===== config.mk =====
export PLATFORM = sky130hd
export DESIGN_NAME = tx_ring_reader
export DESIGN_NICKNAME = d
export VERILOG_FILES = /design/src/rtl/tx_ring_reader.sv
export SDC_FILE = /design/constraint.sdc
export NUM_CORES = 1
export LEC_CHECK = 0
export ABC_AREA = 0
export BUFFER_PORTS_ARGS = -buffer_cell sky130_fd_sc_hd__buf_2
export CORE_MARGIN = 10
export CORE_UTILIZATION = 60
export CTS_CLUSTER_SIZE = 12
export DETAILED_ROUTE_END_ITERATION = 6
export PLACE_DENSITY = 0.78
export SYNTH_ARGS = -nofsm -noshare
export SYNTH_HDL_FRONTEND = slang
export SYNTH_SLANG_ARGS = --single-unit

===== constraint.sdc =====
create_clock -name clk -period 6.05 [get_ports clk]
set_input_delay 0.9075 -clock clk [delete_from_list [all_inputs] [get_ports clk]]
set_output_delay 0.9075 -clock clk [all_outputs]
set_load 0.05 [all_outputs]

===== src/rtl/tx_ring_reader.sv =====
module tx_ring_reader #(
  parameter int NDESC  = 8,
  parameter int BUF_AW = 12,
  parameter int LEN_W  = 11
) (
  input  logic              clk,
  input  logic              rst_n,
  input  logic              tx_en,
  input  logic              tx_start,
  input  logic [$clog2(NDESC)-1:0] queue_base,
  input  logic              sw_we,
  input  logic [$clog2(NDESC):0]   sw_addr,
  input  logic [31:0]       sw_wdata,
  output logic [31:0]       sw_rdata,
  output logic [BUF_AW-1:0] buf_addr,
  input  logic [7:0]        buf_data,
  input  logic              buf_ok,
  output logic              tx_valid,
  output logic [7:0]        tx_data,
  output logic              tx_last,
  input  logic              tx_ready,
  output logic              tx_done,
  output logic              tx_underrun,
  output logic              busy,
  output logic [$clog2(NDESC)-1:0] cur_idx
);
  localparam int IW       = $clog2(NDESC);
  localparam int EOF_BIT  = 15;
  localparam int WRAP_BIT = 30;
  localparam int USED_BIT = 31;

  typedef enum logic [2:0] {S_IDLE, S_RA, S_RC, S_CHK, S_SEND, S_WB} st_t;

  st_t              state;
  logic [IW-1:0]    ptr;
  logic             pend;
  logic             urun;
  logic [BUF_AW-1:0] baddr;
  logic [31:0]      ctrl;
  logic [LEN_W-1:0] cnt;
  logic [31:0]      mem [2*NDESC];
  logic [31:0]      q;
  logic [IW:0]      rd_addr;
  logic             wb_we;
  logic [31:0]      wb_data;
  logic [LEN_W-1:0] len;
  logic             last_byte;
  logic             fire;
  logic [IW-1:0]    ptr_next;

  assign len       = ctrl[LEN_W-1:0];
  assign last_byte = (cnt == len - 1'b1);
  assign fire      = (state == S_SEND) && tx_ready && buf_ok;
  assign rd_addr   = {ptr, (state == S_RC) || (state == S_WB)};
  assign wb_we     = (state == S_WB);
  assign wb_data   = ctrl | (32'd1 << USED_BIT);
  assign ptr_next  = ctrl[WRAP_BIT] ? queue_base :
                     (ptr == IW'(NDESC - 1)) ? '0 : ptr + 1'b1;

  assign buf_addr    = baddr + BUF_AW'(cnt);
  assign tx_data     = buf_data;
  assign tx_valid    = (state == S_SEND) && buf_ok;
  assign tx_last     = (state == S_SEND) && ctrl[EOF_BIT] && last_byte;
  assign tx_done     = (state == S_WB) && ctrl[EOF_BIT] && !urun;
  assign tx_underrun = (state == S_SEND) && tx_ready && !buf_ok;
  assign busy        = (state != S_IDLE);
  assign cur_idx     = ptr;

  always_ff @(posedge clk) begin
    if (sw_we && !(wb_we && sw_addr == rd_addr)) mem[sw_addr] <= sw_wdata;
    if (wb_we) mem[rd_addr] <= wb_data;
    sw_rdata <= mem[sw_addr];
    q        <= mem[rd_addr];
  end

  always_ff @(posedge clk) begin
    if (!rst_n || !tx_en) begin
      state <= S_IDLE;
      ptr   <= queue_base;
      pend  <= 1'b0;
      urun  <= 1'b0;
      baddr <= '0;
      ctrl  <= '0;
      cnt   <= '0;
    end else begin
      case (state)
        S_IDLE: if (tx_start || pend) begin
          state <= S_RA;
          pend  <= 1'b0;
        end
        S_RA:  state <= S_RC;
        S_RC: begin
          baddr <= q[BUF_AW-1:0];
          state <= S_CHK;
        end
        S_CHK: begin
          if (q[USED_BIT]) begin
            state <= pend ? S_RA : S_IDLE;
            pend  <= 1'b0;
          end else begin
            ctrl  <= q;
            cnt   <= '0;
            urun  <= 1'b0;
            state <= (q[LEN_W-1:0] == '0) ? S_WB : S_SEND;
          end
        end
        S_SEND: begin
          if (fire) begin
            if (last_byte) state <= S_WB;
            else cnt <= cnt + 1'b1;
          end else if (tx_ready) begin
            urun  <= 1'b1;
            state <= S_WB;
          end
        end
        S_WB: begin
          ptr   <= ptr_next;
          state <= urun ? S_IDLE : S_RA;
        end
        default: state <= S_IDLE;
      endcase
      if (tx_start && state != S_IDLE) pend <= 1'b1;
    end
  end

  p_valid_needs_busy_r2: assert property (@(posedge clk) disable iff (!rst_n)
    tx_valid |-> busy);
  p_done_not_underrun_r9: assert property (@(posedge clk) disable iff (!rst_n)
    tx_done |-> !tx_underrun);
  p_underrun_stops_r9: assert property (@(posedge clk) disable iff (!rst_n)
    tx_underrun |=> !tx_valid);
  p_disable_idles_r8: assert property (@(posedge clk) disable iff (!rst_n)
    !tx_en |=> !busy && cur_idx == $past(queue_base));
  p_idle_keeps_idx_r5: assert property (@(posedge clk) disable iff (!rst_n)
    (!busy && tx_en) |=> $stable(cur_idx));
  p_last_is_valid_r3: assert property (@(posedge clk) disable iff (!rst_n)
    (tx_last && tx_ready && buf_ok) |=> !tx_valid);
endmodule


==> metrics.yaml <==
outcome: "finished, violations left"
failed_checks: "capacitance limit, slew limit"
floorplan.core_area_um2: 52900
reg2regPathDepth: 7
irDropWorstVdd_uv: 188
clockRootBuffer: "sky130_fd_sc_hd__clkbuf_16"
dpl_cell_area_um2: 33300
synth.area.mux_share_pct: 23.1
synth_edf_count: 499
period_minus_slack_ns: 4.42
setup_viol: 0
htree_num_levels: 3
timing.max_slew.rel_slack_pct: -2.07
worst_pin_slew_ns: 1.53
grt_first_pass_wirelength_mm: 137
power_density_nw_per_um2: 271
synth.net_count: 2184
yosysUniqueCellTypes: 70
synth_top_family_by_area: "multiplexers"
synth_async_sr_flop_share_pct: 0
synthTopCellsByArea: "sky130_fd_sc_hd__edfxtp_1, sky130_fd_sc_hd__mux4_2, sky130_fd_sc_hd__dfxtp_1, sky130_fd_sc_hd__a22o_1, sky130_fd_sc_hd__and2_1"
grt_max_degree: 70
netlist.top_cell.by_area: "sky130_fd_sc_hd__edfxtp_1"
cp_class: "reg2out"
synth.cell_area_um2: 32300
place.port_buffers: 97
nNetsFinal: 2161
clock-skew-final_ns: 0.0312
clock_tree.buffer_depth: 3
avg_wl_per_cell_um: 32.6
worst_hold_stages: 2
timing.critical_path.required_ns: 5.14
drt-total-wl_mm: 92.4
die-width_um: 252
postSynthRegisterBits: 638
io_pins: 114
initial_core_util_pct: 61.0
first_global_vias: 21000
endpoint_kind: "output pin"
area_growth_syn_to_layout_pct: 9.63
tritoncts.num_buffers: 69
hold_viol: 0
place.detailed.hpwl_mm: 52.7
die-height_um: 252
yosys_warnings: 0
rows: 84
yosys.area_share.simple_pct: 8.39
dieArea_um2: 63400
synth_area_per_cell_um2: 15.3
drt_first_iter_violations: 3050
clkSlewWorstSetupHoldPaths_ns: 0.06
synth-adder-area-share_pct: 0.644
grt_antenna_before_repair: 5
cp-start-kind: "flop"
cp_data_arrival_time_ns: 3.51
grt_remaining_overflow: 0
cts_setup_buffers: 0
firstDrtPassIters: 5
tns_ns: 0
ys.flop_type: "sky130_fd_sc_hd__edfxtp_1"
synth_seq_area_share_pct: 55.1
vias_per_cell: 7.38
post_synth_xor_area_fraction_pct: 0.776
drt_drc_violations_left: 0
globalRouteTotalUtil_pct: 29.3
yosysMostFrequentCell: "sky130_fd_sc_hd__edfxtp_1"
vias: 20900
summed_area_of_non_filler_cells_in_the_final_layout_um2: 35400
unrepaired_setup_endpoints_after_global_routing: "no"
number_of_instances_in_the_synthesized_netlist: 2114
yosys.area.top_type_share_pct: 46.5
nFillCells: 3533
drv.max_cap_violation_count: 1
cts.hold.buffers_added: 0
hold_class: "reg2reg"
numClockSinks: 638
maxSlewViolCount: 33
gp_congestion: 0.855
cts_tree: "built"
detail-route-antenna-nets: 0
synth_compound_gate_area_share_pct: 8.88
netlist_top_cells_count: "sky130_fd_sc_hd__edfxtp_1, sky130_fd_sc_hd__mux4_2, sky130_fd_sc_hd__a22o_1, sky130_fd_sc_hd__and2_1, sky130_fd_sc_hd__clkbuf_1"
max_freq_mhz: 226
layout_worst_path_cycle_share_pct: 73.0
worstSkewPairLatency_ns: 0.63
critPathMaxFanout: 13
drive_gt1_share_pct: 28.5
total_leakage_power_nw: 12.5
post_cts_repair_resize_count: 0
## critical path: stages (launching register included)
cell                       delay, ns
sky130_fd_sc_hd__dfxtp_1        0.71
sky130_fd_sc_hd__inv_1          0.13
sky130_fd_sc_hd__ha_1           0.32
sky130_fd_sc_hd__o21ba_1        0.20
sky130_fd_sc_hd__a221oi_1       0.27
sky130_fd_sc_hd__a41oi_1        0.08
sky130_fd_sc_hd__nor4_1         0.48
sky130_fd_sc_hd__nand3_1        0.24
sky130_fd_sc_hd__nor2_1         0.18
sky130_fd_sc_hd__buf_2          0.29
## registers in the layout, summed over array words and instances (netlist names)
| register | flops |
|---|---|
| mem | 512 |
| q | 32 |
| sw_rdata | 32 |
| ctrl | 31 |
| baddr | 12 |
| cnt | 11 |
| cur_idx | 3 |
| state | 3 |
| pend | 1 |
| urun | 1 |
## layer usage
layer | GRT usage [%] | wire length (um) | vias to the layer above
met1 | 37.8 | 32500 | 10600
met2 | 45.3 | 42600 | 1596
met5 | 0 | 12 | -
met3 | 7.96 | 12300 | 321
met4 | 15.1 | 4970 | 2
li1 | - | - | 8395
## worst paths after layout
check / slack [ns] / from / to
worst min register to register: 0.43 / q[17] / ctrl[17]
worst max register to register: 2.16 / state[1] / mem[3][8]
worst min-delay path: 0.43 / q[17] / ctrl[17]
worst max-delay path: 1.63 / ctrl[1] / tx_last
## cell usage in the layout (no fill, tap or decap), types with 10 or more instances in the layout
cell	synthesis	final
sky130_fd_sc_hd__ha_1	15	15
sky130_fd_sc_hd__or3_1	10	10
sky130_fd_sc_hd__mux2i_1	11	11
sky130_fd_sc_hd__clkbuf_1	178	26
sky130_fd_sc_hd__nor2_1	34	19
sky130_fd_sc_hd__xor2_1	10	10
sky130_fd_sc_hd__nand2_1	112	110
sky130_fd_sc_hd__and2_1	248	248
sky130_fd_sc_hd__a22o_1	248	248
sky130_fd_sc_hd__xnor2_1	16	16
sky130_fd_sc_hd__edfxtp_1	499	499
sky130_fd_sc_hd__buf_2	20	95
sky130_fd_sc_hd__dfxtp_1	139	139
sky130_fd_sc_hd__inv_1	12	12
sky130_fd_sc_hd__clkbuf_16	0	70
sky130_fd_sc_hd__nor2b_1	10	10
sky130_fd_sc_hd__mux4_2	320	320
sky130_fd_sc_hd__nor2_4	0	15
sky130_fd_sc_hd__buf_4	8	49
sky130_fd_sc_hd__a21oi_1	52	52
sky130_fd_sc_hd__nor3_2	2	10
## cell type report
| class | count | area (um2) | share of cell area, % |
|---|---|---|---|
| tap | 688 | 861 | 2.43 |
| clock inverter | 21 | 126 | 0.357 |
| antenna | 2 | 5.00 | 0.0142 |
| timing repair buffer | 148 | 908 | 2.57 |
| inverter | 12 | 45.0 | 0.127 |
| clock buffer | 103 | 1950 | 5.50 |
| sequential | 638 | 17800 | 50.2 |
| multi-input combinational | 1222 | 13700 | 38.7 |
## power breakdown
group / leakage (nW) / internal, mW / switching [mW] / total (mW)
clock: 1.01 / 2.23 / 1.76 / 3.99
sequential: 6.20 / 4.77 / 0.0570 / 4.83
combinational: 5.32 / 0.299 / 0.477 / 0.776
total: 12.5 / 7.30 / 2.30 / 9.60
## logic make-up (layout without fill, tap and decap cells)
family | after synthesis | in the layout
AO/OA/AOI/OAI | 350 | 350
XOR/XNOR | 27 | 27
adder cells (fa/ha/maj) | 16 | 16
buffers and inverters | 254 | 284
flip-flops | 638 | 638
multiplexers | 342 | 342
other | 0 | 2
AND/OR/NAND/NOR | 487 | 487
## per-stage QoR
step           utilization (%)  std cells  worst slack [ns]  hold WS (ns)  total power, mW
2_1_floorplan                -       2114              2.22         0.417             5.44
3_3_place_gp              63.0       2708              2.07         0.418             5.67
3_5_place_dp              63.0       2708              2.05         0.430             5.68
4_1_cts                   66.9       2832              1.63         0.430             9.60
5_1_grt                   66.9       2834              1.43         0.442             9.83
6_report                  66.9       2834              1.63         0.428             9.60
Note: power is estimated with default switching activity, not from simulation.
